File: config.mk
export PLATFORM = sky130hd
export DESIGN_NAME = rtcif_target
export DESIGN_NICKNAME = d
export VERILOG_FILES = /design/src/rtl/rtcif_pkg.sv /design/src/rtl/rtcif_line_mon.sv /design/src/rtl/rtcif_status.sv /design/src/rtl/rtcif_target.sv
export SDC_FILE = /design/constraint.sdc
export NUM_CORES = 1
export LEC_CHECK = 0
export ABC_CLOCK_PERIOD_IN_PS = 2300
export CAP_MARGIN = 40
export CORE_MARGIN = 4
export CORE_UTILIZATION = 40
export CTS_CLUSTER_DIAMETER = 120
export DETAILED_ROUTE_END_ITERATION = 7
export DONT_BUFFER_PORTS = 1
export REMOVE_ABC_BUFFERS = 1
export SLEW_MARGIN = 5
export SYNTH_ARGS = -nofsm -noshare
export SYNTH_HDL_FRONTEND = slang
export SYNTH_SLANG_ARGS = --single-unit
File: constraint.sdc
create_clock -name clk -period 2.3 [get_ports clk]
set_clock_uncertainty 0.2 [all_clocks]
set_input_delay 0.23 -clock clk [delete_from_list [all_inputs] [get_ports clk]]
set_output_delay 0.23 -clock clk [all_outputs]
set_load 0.005 [all_outputs]
File: src/rtl/rtcif_pkg.sv
package rtcif_pkg;

    localparam int BYTE_W = 8;
    localparam int SEL_W  = 3;
    localparam int IDX_W  = 3;
    localparam int CNT_W  = 4;

    localparam logic [SEL_W-1:0] SEL_STA = 3'd0;
    localparam logic [SEL_W-1:0] SEL_STB = 3'd1;

    typedef enum logic [2:0] {
        PH_IDLE,
        PH_ADDR,
        PH_AACK,
        PH_WR,
        PH_WACK,
        PH_RD,
        PH_MACK
    } phase_e;

    typedef struct packed {
        phase_e              ph;
        logic [BYTE_W-1:0]   sh;
        logic [CNT_W-1:0]    bits;
        logic [SEL_W-1:0]    sel;
        logic                rw;
        logic [IDX_W-1:0]    idx;
        logic                oe;
        logic                mnack;
    } eng_t;

    // number of bytes a burst covers before the index wraps
    function automatic logic [IDX_W-1:0] burst_len(input logic [SEL_W-1:0] sel);
        case (sel)
            3'd2:                   burst_len = 3'd7;
            3'd3, 3'd4, 3'd5:       burst_len = 3'd3;
            default:                burst_len = 3'd1;
        endcase
    endfunction

endpackage

File: src/rtl/rtcif_line_mon.sv
module rtcif_line_mon #(
    parameter int SYNC_STAGES = 2
) (
    input  logic clk,
    input  logic rst_n,
    input  logic scl_i,
    input  logic sda_i,
    output logic scl_lvl,
    output logic sda_lvl,
    output logic scl_rise,
    output logic scl_fall,
    output logic start_seen,
    output logic stop_seen
);
    logic [SYNC_STAGES-1:0] scl_pipe_q, sda_pipe_q;
    logic                   scl_prev_q, sda_prev_q;

    always_ff @(posedge clk or negedge rst_n) begin
        if (!rst_n) begin
            scl_pipe_q <= '1;
            sda_pipe_q <= '1;
            scl_prev_q <= 1'b1;
            sda_prev_q <= 1'b1;
        end else begin
            scl_pipe_q <= {scl_pipe_q[SYNC_STAGES-2:0], scl_i};
            sda_pipe_q <= {sda_pipe_q[SYNC_STAGES-2:0], sda_i};
            scl_prev_q <= scl_lvl;
            sda_prev_q <= sda_lvl;
        end
    end

    assign scl_lvl    = scl_pipe_q[SYNC_STAGES-1];
    assign sda_lvl    = sda_pipe_q[SYNC_STAGES-1];
    assign scl_rise   = scl_lvl & ~scl_prev_q;
    assign scl_fall   = ~scl_lvl & scl_prev_q;
    assign start_seen = scl_lvl & scl_prev_q & sda_prev_q & ~sda_lvl;
    assign stop_seen  = scl_lvl & scl_prev_q & ~sda_prev_q & sda_lvl;

endmodule

File: src/rtl/rtcif_status.sv
module rtcif_status
    import rtcif_pkg::*;
(
    input  logic              clk,
    input  logic              rst_n,
    input  logic              wr_sta,
    input  logic              wr_stb,
    input  logic [BYTE_W-1:0] wdata,
    input  logic              clr_pwr,
    input  logic              batt_low,
    output logic [BYTE_W-1:0] sta_view,
    output logic [BYTE_W-1:0] stb_view,
    output logic              reinit,
    output logic              hour24,
    output logic              test_mode
);
    typedef struct packed {
        logic              pwr;
        logic [4:0]        ctl;
        logic [BYTE_W-1:0] stb;
        logic              reinit;
    } stat_t;

    stat_t s_d, s_q;

    always_comb begin
        s_d        = s_q;
        s_d.reinit = 1'b0;
        if (wr_sta) begin
            s_d.ctl    = wdata[5:1];
            s_d.reinit = wdata[0];
        end
        if (wr_stb) begin
            s_d.stb = wdata;
        end
        if (clr_pwr) begin
            s_d.pwr = 1'b0;
        end
    end

    always_ff @(posedge clk or negedge rst_n) begin
        if (!rst_n) begin
            s_q <= '{pwr: 1'b1, ctl: '0, stb: '0, reinit: 1'b0};
        end else begin
            s_q <= s_d;
        end
    end

    assign sta_view  = {s_q.pwr, batt_low, s_q.ctl, 1'b0};
    assign stb_view  = s_q.stb;
    assign reinit    = s_q.reinit;
    assign hour24    = s_q.ctl[0];
    assign test_mode = s_q.stb[7];

    // the power-up flag only drops after a status A byte went out
    a_r8_pwr_clear_cause: assert property (@(posedge clk) disable iff (!rst_n)
        $fell(s_q.pwr) |-> $past(clr_pwr));

    // the reinitialise request lasts a single cycle
    a_r9_reinit_single: assert property (@(posedge clk) disable iff (!rst_n)
        reinit |=> !reinit);

    // test mode follows only a status B write
    a_r10_test_cause: assert property (@(posedge clk) disable iff (!rst_n)
        !$stable(test_mode) |-> $past(wr_stb));

endmodule

File: src/rtl/rtcif_target.sv
module rtcif_target
    import rtcif_pkg::*;
#(
    parameter logic [3:0] DEV_CODE    = 4'b0110,
    parameter int         SYNC_STAGES = 2
) (
    input  logic              clk,
    input  logic              rst_n,
    input  logic              scl_i,
    input  logic              sda_i,
    output logic              sda_oe,
    output logic [SEL_W-1:0]  core_sel,
    output logic [IDX_W-1:0]  core_idx,
    output logic              core_wr,
    output logic [BYTE_W-1:0] core_wdata,
    input  logic [BYTE_W-1:0] core_rdata,
    input  logic              batt_low,
    output logic              clk_reinit,
    output logic              hour24,
    output logic              test_mode
);
    localparam int LAST_BIT = BYTE_W;

    logic scl_lvl, sda_lvl, scl_rise, scl_fall, start_seen, stop_seen;

    rtcif_line_mon #(.SYNC_STAGES(SYNC_STAGES)) u_mon (
        .clk        (clk),
        .rst_n      (rst_n),
        .scl_i      (scl_i),
        .sda_i      (sda_i),
        .scl_lvl    (scl_lvl),
        .sda_lvl    (sda_lvl),
        .scl_rise   (scl_rise),
        .scl_fall   (scl_fall),
        .start_seen (start_seen),
        .stop_seen  (stop_seen)
    );

    eng_t              e_d, e_q;
    logic              put_core, put_sta, put_stb, clr_pwr;
    logic [BYTE_W-1:0] sta_view, stb_view, rd_byte;
    logic [IDX_W-1:0]  idx_next;

    rtcif_status u_status (
        .clk       (clk),
        .rst_n     (rst_n),
        .wr_sta    (put_sta),
        .wr_stb    (put_stb),
        .wdata     (e_q.sh),
        .clr_pwr   (clr_pwr),
        .batt_low  (batt_low),
        .sta_view  (sta_view),
        .stb_view  (stb_view),
        .reinit    (clk_reinit),
        .hour24    (hour24),
        .test_mode (test_mode)
    );

    always_comb begin
        case (e_q.sel)
            SEL_STA: rd_byte = sta_view;
            SEL_STB: rd_byte = stb_view;
            default: rd_byte = core_rdata;
        endcase
        idx_next = (e_q.idx == IDX_W'(burst_len(e_q.sel) - 3'd1)) ? '0 : e_q.idx + 3'd1;
    end

    always_comb begin
        e_d      = e_q;
        put_core = 1'b0;
        put_sta  = 1'b0;
        put_stb  = 1'b0;
        clr_pwr  = 1'b0;
        case (e_q.ph)
            PH_ADDR: begin
                if (scl_rise) begin
                    e_d.sh   = {e_q.sh[BYTE_W-2:0], sda_lvl};
                    e_d.bits = e_q.bits + 4'd1;
                end
                if (scl_fall && e_q.bits == CNT_W'(LAST_BIT)) begin
                    if (e_q.sh[7:4] == DEV_CODE) begin
                        e_d.sel = e_q.sh[3:1];
                        e_d.rw  = e_q.sh[0];
                        e_d.idx = '0;
                        e_d.oe  = 1'b1;
                        e_d.ph  = PH_AACK;
                    end else begin
                        e_d.ph  = PH_IDLE;
                    end
                end
            end
            PH_AACK: begin
                if (scl_fall) begin
                    e_d.bits = '0;
                    if (e_q.rw) begin
                        e_d.sh = rd_byte;
                        e_d.oe = ~rd_byte[0];
                        e_d.ph = PH_RD;
                    end else begin
                        e_d.oe = 1'b0;
                        e_d.ph = PH_WR;
                    end
                end
            end
            PH_WR: begin
                if (scl_rise) begin
                    e_d.sh   = {sda_lvl, e_q.sh[BYTE_W-1:1]};
                    e_d.bits = e_q.bits + 4'd1;
                end
                if (scl_fall && e_q.bits == CNT_W'(LAST_BIT)) begin
                    put_sta  = (e_q.sel == SEL_STA);
                    put_stb  = (e_q.sel == SEL_STB);
                    put_core = (e_q.sel != SEL_STA) && (e_q.sel != SEL_STB);
                    e_d.idx  = idx_next;
                    e_d.oe   = 1'b1;
                    e_d.ph   = PH_WACK;
                end
            end
            PH_WACK: begin
                if (scl_fall) begin
                    e_d.oe   = 1'b0;
                    e_d.bits = '0;
                    e_d.ph   = PH_WR;
                end
            end
            PH_RD: begin
                if (scl_rise) begin
                    e_d.bits = e_q.bits + 4'd1;
                end
                if (scl_fall) begin
                    if (e_q.bits == CNT_W'(LAST_BIT)) begin
                        e_d.oe  = 1'b0;
                        e_d.idx = idx_next;
                        e_d.ph  = PH_MACK;
                        clr_pwr = (e_q.sel == SEL_STA);
                    end else begin
                        e_d.sh  = {1'b0, e_q.sh[BYTE_W-1:1]};
                        e_d.oe  = ~e_q.sh[1];
                    end
                end
            end
            PH_MACK: begin
                if (scl_rise) begin
                    e_d.mnack = sda_lvl;
                end
                if (scl_fall) begin
                    if (e_q.mnack) begin
                        e_d.ph = PH_IDLE;
                    end else begin
                        e_d.sh   = rd_byte;
                        e_d.oe   = ~rd_byte[0];
                        e_d.bits = '0;
                        e_d.ph   = PH_RD;
                    end
                end
            end
            default: ;
        endcase
        if (start_seen) begin
            e_d.ph   = PH_ADDR;
            e_d.bits = '0;
            e_d.sh   = '0;
            e_d.idx  = '0;
            e_d.oe   = 1'b0;
        end else if (stop_seen) begin
            e_d.ph   = PH_IDLE;
            e_d.oe   = 1'b0;
        end
    end

    always_ff @(posedge clk or negedge rst_n) begin
        if (!rst_n) begin
            e_q <= '{ph: PH_IDLE, sh: '0, bits: '0, sel: '0, rw: 1'b0,
                     idx: '0, oe: 1'b0, mnack: 1'b0};
        end else begin
            e_q <= e_d;
        end
    end

    assign sda_oe     = e_q.oe;
    assign core_sel   = e_q.sel;
    assign core_idx   = e_q.idx;
    assign core_wr    = put_core;
    assign core_wdata = e_q.sh;

    // the pull-down only starts after the target saw SCL low
    a_r11_drive_scl_low: assert property (@(posedge clk) disable iff (!rst_n)
        $rose(sda_oe) |-> $past(!scl_lvl));

    // every core write strobe is a single cycle
    a_r4_wr_single: assert property (@(posedge clk) disable iff (!rst_n)
        core_wr |=> !core_wr);

    // the byte index never reaches the selected register's length
    a_r5_idx_bound: assert property (@(posedge clk) disable iff (!rst_n)
        e_q.idx < burst_len(e_q.sel));

    // nothing is driven while the target is idle
    a_r7_idle_quiet: assert property (@(posedge clk) disable iff (!rst_n)
        (e_q.ph == PH_IDLE) |-> !sda_oe);

    // a START always brings the index back to zero
    a_r6_start_idx: assert property (@(posedge clk) disable iff (!rst_n)
        start_seen |=> (core_idx == '0));

endmodule

==> out/qor.txt, run 1 <==
Status = finished clean
Vias/cell = 5.69
Max Freq = 454 MHz
Slew HR = 61.3%
Vias in the first global route = 2181
Die height = 93.9 um
PortBufs = 0
Cells after Synth = 303
Hold Crit Start = core_rdata[7]
Pin count of the biggest net entering global routing = 46
Worst ir drop on vdd = 0.417 mV
Wire per inst = 18.1 um
First-pass GRT wire length = 11.6 mm
Post-CTS setup buffer count = 0
Minimum clock period = 2.20 ns
Starting DRT DRC Count = 150
Final hold vios = 0
Crit-path max cell delay = 0.45 ns
Die W = 93.9 um
Power per cell area = 1130 nW/um^2
Largest cells by area after synthesis = dfrtp_1, dfstp_2, mux2_4
Hold Path Sink = core_wdata[7]
Layout cells sized above 1 = 22.8%
R2R depth = 8
Async S/R FF share, synth = 100%
Setup TNS = 0 ns
Area growth, synth to finish = 8.98%
Fin crit share = 95.8%
Worst Path Required = 2.29 ns
Global route overflow = 0
Total DRC errors in the routed layout = 0
WS Path Type = flop to flop
Final wirelength = 7.29 mm
Most frequent cell after synthesis = dfrtp_1
Clk Tree Root Cell = clkbuf_8
Clock Latency Late Sink = 0.31 ns
Core Box Area = 7210 um^2
Initial antenna violation count = 0
Crit-path cells = inv_1 > ha_1 > nand3b_1 > nor2_2 > buf_4 > a2111o_1 > o21a_2 > mux2_4
# clock sinks = 45
Crit. End Element = flop
Initial Util = 40.9%
Num CTS Buffers = 5
IO Pins = 32
RePlAce Congestion = 0.932
Drt pass-1 iters = 4
Number of flops mapped to enable cells by yosys = 0
Synthesized area = 2950 um^2
Final setup viols = 0
Synth top area share = 32.2%
CP arrival = 2.19 ns
Sequential-to-total area share from yosys stat = 38.4%
Diode count = 0
Reg area = 1140 um^2
H-tree depth = 2
Pre-CTS setup slack = 0.0994 ns
Nets = 318
Syn. warnings = 0
FF-to-FF End = e_q[22]
CTS clk-pin slew, worst paths = 0.09 ns
Fill cells = 724
Final ANT Viol Nets = 0
Worst reg2reg startpoint = e_q[10]
Ys flop type = dfrtp_1
#FFs+latches synth = 45
Die Footprint = 8820 um^2
Vias = 2289
CTS tree = yes
Largest area contributor in the netlist = dfrtp_1
Rows = 31
Crit path max fanout = 5
Maximum buffer depth of the clock tree = 2
Commonest cells in the netlist = dfrtp_1, nand2_1, inv_1
Min-delay worst type = input port to flop
Power Total = 3.64 mW
Syn Area/Cell = 9.75 um^2
Multi-input gate area = 1550 um^2
Crit-path slowest cell = a2111o_1
GR Util All Layers = 16.9%
Pins over their slew limit = 0
Hold depth = 3
Max-Cap Viols = 0
Setup ws final = 0.0963 ns
Leakage power = 1.40 nW
Worst-margin pin slew = 0.580 ns
Synth cell types = 69
Post-DP HPWL = 5.17 mm
CP startpoint kind = flop
RSZ-0062 raised after global routing = false
R2r setup slk = 0.1 ns
==> how the worst max path moves through the flow <==
stage / from / end / depth (start not counted) / slack (ns)
floorplan: e_q[22] / core_wdata[0] / 5 / -0.02
global placement: u_mon.sda_pipe_q[1] / e_q[22] / 5 / 0.12
detailed placement: e_q[10] / u_status.stb_view[5] / 7 / 0.1
CTS: e_q[10] / u_status.stb_view[5] / 7 / 0.08
global route: e_q[10] / u_status.stb_view[5] / 7 / 0.01
finish: e_q[10] / e_q[22] / 8 / 0.1
==> cell usage in the layout (no fill, tap or decap), types with 4 or more instances in the layout <==
cell type / n
buf_4: 24
a211oi_1: 11
nand2_1: 21
dfrtp_1: 37
nor2_1: 9
a31oi_1: 4
a221oi_1: 6
clkbuf_8: 5
dfstp_2: 7
inv_1: 15
mux2_1: 6
o21ai_0: 11
o21ai_1: 5
mux2_2: 4
o2bb2ai_1: 7
mux2i_1: 5
and2_1: 5
nand3_1: 4
a21oi_1: 14
mux2_4: 10
nand3b_1: 5
nand2b_1: 7
o22ai_1: 7
nor2b_1: 6
==> cells by family (layout without fill, tap and decap cells) <==
family	count (synthesis)	in the layout	synth area share, %
muxes	25	25	10.6
adders and majority gates	3	3	1.27
DFF	45	45	38.4
and+or+nand+nor	88	88	18.8
buffers and inverters	51	51	9.11
xor gates and xnor gates	2	2	0.593
AOI/OAI and AO/OA	89	89	21.2
==> critical path, delay by kind of cell (launching register included) <==
family / cells / cell delay [ns]
AOI/OAI and AO/OA: 2 / 0.62
adders and majority gates: 1 / 0.17
buffers and inverters: 2 / 0.21
DFF: 1 / 0.40
and+or+nand+nor: 2 / 0.20
muxes: 1 / 0.30
==> area by class of cell <==
type | count | share of cell area (%)
clock buffers | 5 | 2.14
inverters | 15 | 1.75
flip-flops and latches | 45 | 35.3
clock inverters | 3 | 1.44
multi-input cells | 207 | 48.2
repair buffers | 28 | 7.38
well taps | 99 | 3.85
==> layer usage <==
layer | wire (um) | track usage [%] | vias to the layer above
met2 | 3260 | 24.8 | 46
met5 | 0 | 0 | -
met4 | 101 | 5.29 | 0
li1 | - | - | 1097
met3 | 329 | 4.01 | 8
met1 | 3600 | 24.4 | 1138
==> what timing repair did <==
| item | CTS | global route |
|---|---|---|
| hold endpoints to repair | 47 | 0 |
| gates resized for setup | 0 | 1 |
| hold buffers | 4 | 0 |
| endpoints found under the setup margin | 0 | 1 |
==> sequential cells by signal, summed over array words and instances (netlist names) <==
signal / count
u_mon.sda_pipe_q: 2
core_sel: 3
u_mon.scl_pipe_q: 2
core_idx: 3
u_mon.scl_prev_q: 1
core_wdata: 8
sda_oe: 1
u_status.hour24: 1
e_q: 9
u_status.reinit: 1
u_status.stb_view: 8
u_mon.sda_prev_q: 1
u_status.sta_view: 5
==> metrics by stage <==
step	cell area, um^2	utilization (%)	hold WS (ns)	instances
6_report	3220	44.6	0.123	402
3_3_place_gp	3050	42.2	-0.264	390
3_5_place_dp	3050	42.2	-0.264	390
2_1_floorplan	2740	-	-0.266	267
4_1_cts	3220	44.6	0.0988	402
5_1_grt	3220	44.6	0.143	402
==> power breakdown <==
part           leakage, nW  switching [mW]  internal [mW]  total, mW
Combinational        0.771           0.953          0.799       1.75
Sequential           0.575           0.280          0.976       1.26
Clock               0.0543           0.302          0.326      0.628
Note: power is estimated with default switching activity, not from simulation.
==> inputs of run 2 (changes only) <==
--- a/config.mk
+++ b/config.mk
@@ -6,13 +6,13 @@
 export NUM_CORES = 1
 export LEC_CHECK = 0
 export ABC_CLOCK_PERIOD_IN_PS = 2300
+export BUFFER_PORTS_ARGS = -buffer_cell sky130_fd_sc_hd__buf_2
 export CAP_MARGIN = 40
-export CORE_MARGIN = 4
 export CORE_UTILIZATION = 40
 export CTS_CLUSTER_DIAMETER = 120
 export DETAILED_ROUTE_END_ITERATION = 7
-export DONT_BUFFER_PORTS = 1
 export REMOVE_ABC_BUFFERS = 1
+export SKIP_LAST_GASP = 1
 export SLEW_MARGIN = 5
 export SYNTH_ARGS = -nofsm -noshare
 export SYNTH_HDL_FRONTEND = slang
==> out/qor.txt, run 2 (synthesized netlist as in run 1, its figures left out) <==
Slew HR = 58.6% (-2.7 points)
Clk Tree Root Cell = clkbuf_8
Top reg by flops = e_q
IO Pins = 32 (unchanged)
Starting DRT DRC Count = 173 (+15%)
Most common cell after layout, fill and taps aside = dfrtp_1
CP startpoint kind = flop
Layout cells sized above 1 = 30.2% (+7.4 points)
Total DRC errors in the routed layout = 0 (unchanged)
Worst ir drop on vdd = 0.371 mV (-11%)
Drt pass-1 iters = 4 (unchanged)
Status = finished clean
Power Total = 3.76 mW (+3.3%)
Worst-margin pin slew = 0.621 ns (+0.0410 ns)
CP arrival = 2.21 ns (+0.02 ns)
Initial Util = 42.5% (+1.6 points)
Power per cell area = 1120 nW/um^2 (-0.84%)
Initial antenna violation count = 0 (unchanged)
Final wirelength = 6.98 mm (-4.2%)
Rows = 30 (-3.2%)
CTS tree = yes
RePlAce Congestion = 0.915 (-1.8%)
GR Util All Layers = 19.2% (+2.3 points)
Area growth, synth to finish = 13.5%
# clock sinks = 45 (unchanged)
Vias = 2389 (+4.4%)
Minimum clock period = 2.22 ns (+0.0203 ns)
Global route overflow = 0 (unchanged)
Pre-CTS setup slack = 0.0870 ns (-0.0124 ns)
Setup TNS = 0 ns (unchanged)
R2R depth = 6 (-2)
Setup crit start = u_mon.scl_pipe_q[1]
Clock Latency Late Sink = 0.30 ns (about the same)
Die height = 87.9 um (-6.4%)
Pins over their slew limit = 0 (unchanged)
CTS clk-pin slew, worst paths = 0.08 ns (about the same)
Num CTS Buffers = 5 (unchanged)
Crit. End Element = flop
H-tree depth = 2 (unchanged)
Max Freq = 450 MHz (-0.91%)
First-pass GRT wire length = 11.3 mm (-2.5%)
Setup ws final = 0.0760 ns (-0.0203 ns)
Worst Path Required = 2.29 ns (about the same)
Diode count = 0 (unchanged)
Largest register FFs = 9 (unchanged)
Pin count of the biggest net entering global routing = 28 (-39%)
Vias/cell = 5.59 (-1.7%)
Fin util = 48.3% (+3.7 points)
Die W = 87.9 um (-6.4%)
Final setup viols = 0 (unchanged)
Final ANT Viol Nets = 0 (unchanged)
FF-to-FF End = e_q[23]
Post-DP HPWL = 5.00 mm (-3.3%)
WS Path Type = flop to flop
Hold Crit Start = u_mon.sda_pipe_q[0]
Die Footprint = 7730 um^2 (-12%)
Min-delay worst type = flop to flop
Leakage power = 1.53 nW (+9.4%)
Vias in the first global route = 2212 (+1.4%)
Max-Cap Viols = 0 (unchanged)
Hold slack = 0.160 ns (+0.0366 ns)
Core Box Area = 6940 um^2 (-3.7%)
Crit path max fanout = 9 (+4)
Nets = 346 (+8.8%)
PortBufs = 31 (+31)
Final hold vios = 0 (unchanged)
Maximum buffer depth of the clock tree = 2 (unchanged)
Worst setup endpoint = e_q[23]
Fin crit share = 96.7% (+0.88 points)
Wire per inst = 16.3 um (-9.8%)
R2r setup slk = 0.08 ns (-0.02 ns)
Most frequent cells in the layout = dfrtp_1, buf_2, buf_4
RSZ-0062 raised after global routing = false
Worst reg2reg startpoint = u_mon.scl_pipe_q[1]
## run 2: cell count changes in the layout (fill, tap and decap cells not counted), sizes merged
cell,previous run,this run
buf,25,53
bufinv,1,2
clkinvlp,1,0
## run 2: through the flow
| step | cell area [um^2] | instances |
|---|---|---|
| floorplan | 2740 | 267 |
| global placement | 3170 | 414 |
| detailed placement | 3170 | 414 |
| CTS | 3330 | 425 |
| global route | 3350 | 427 |
| finish | 3350 | 427 |
## run 2: power breakdown
group	internal [mW]	switching, mW
sequential	0.978	0.282
combinational	0.832	0.960
clock	0.432	0.272
total	2.24	1.51
## run 2: routing by layer
metal	GRT usage [%]	vias up	part of all wire (%)
met5	0	-	0
met1	28.4	1153	47
met3	3.68	6	6.6
li1	-	1150	-
met4	5.81	0	0.85
met2	28.3	80	45
## run 2: how the worst min path moves through the flow
stage / endpoint / slack [ns] / cells past startpoint
finish: u_mon.sda_pipe_q[1] / 0.16 / 0
global route: u_mon.scl_pipe_q[1] / 0.16 / 0
CTS: u_mon.scl_pipe_q[1] / 0.16 / 0
detailed placement: core_idx[2] / 0.09 / 1
global placement: core_idx[0] / 0.09 / 1
floorplan: core_idx[0] / -0.27 / 0
## run 2: what timing repair did
item                                    CTS  global route
endpoints found under the setup margin    0            20
hold endpoints to repair                 27             0
buffers inserted                          0             2
resized for setup                         0             4
hold buffers                              3             0
## run 2: area by class of cell
cell class | count | area [um^2]
Fill cell | 663 | 3590
Timing Repair Buffer | 56 | 350
Inverter | 15 | 56.3
Clock buffer | 5 | 68.8
Sequential cell | 45 | 1140
Multi-Input combinational cell | 207 | 1560
Tap cell | 96 | 120
Clock inverter | 3 | 65.1
## run 2: critical path, cell delays in order (launching register included)
cell	delay [ns]
dfstp_2	0.61
nand2b_4	0.18
nor2_2	0.05
buf_4	0.15
a2111o_1	0.45
o21a_2	0.17
mux2_4	0.30
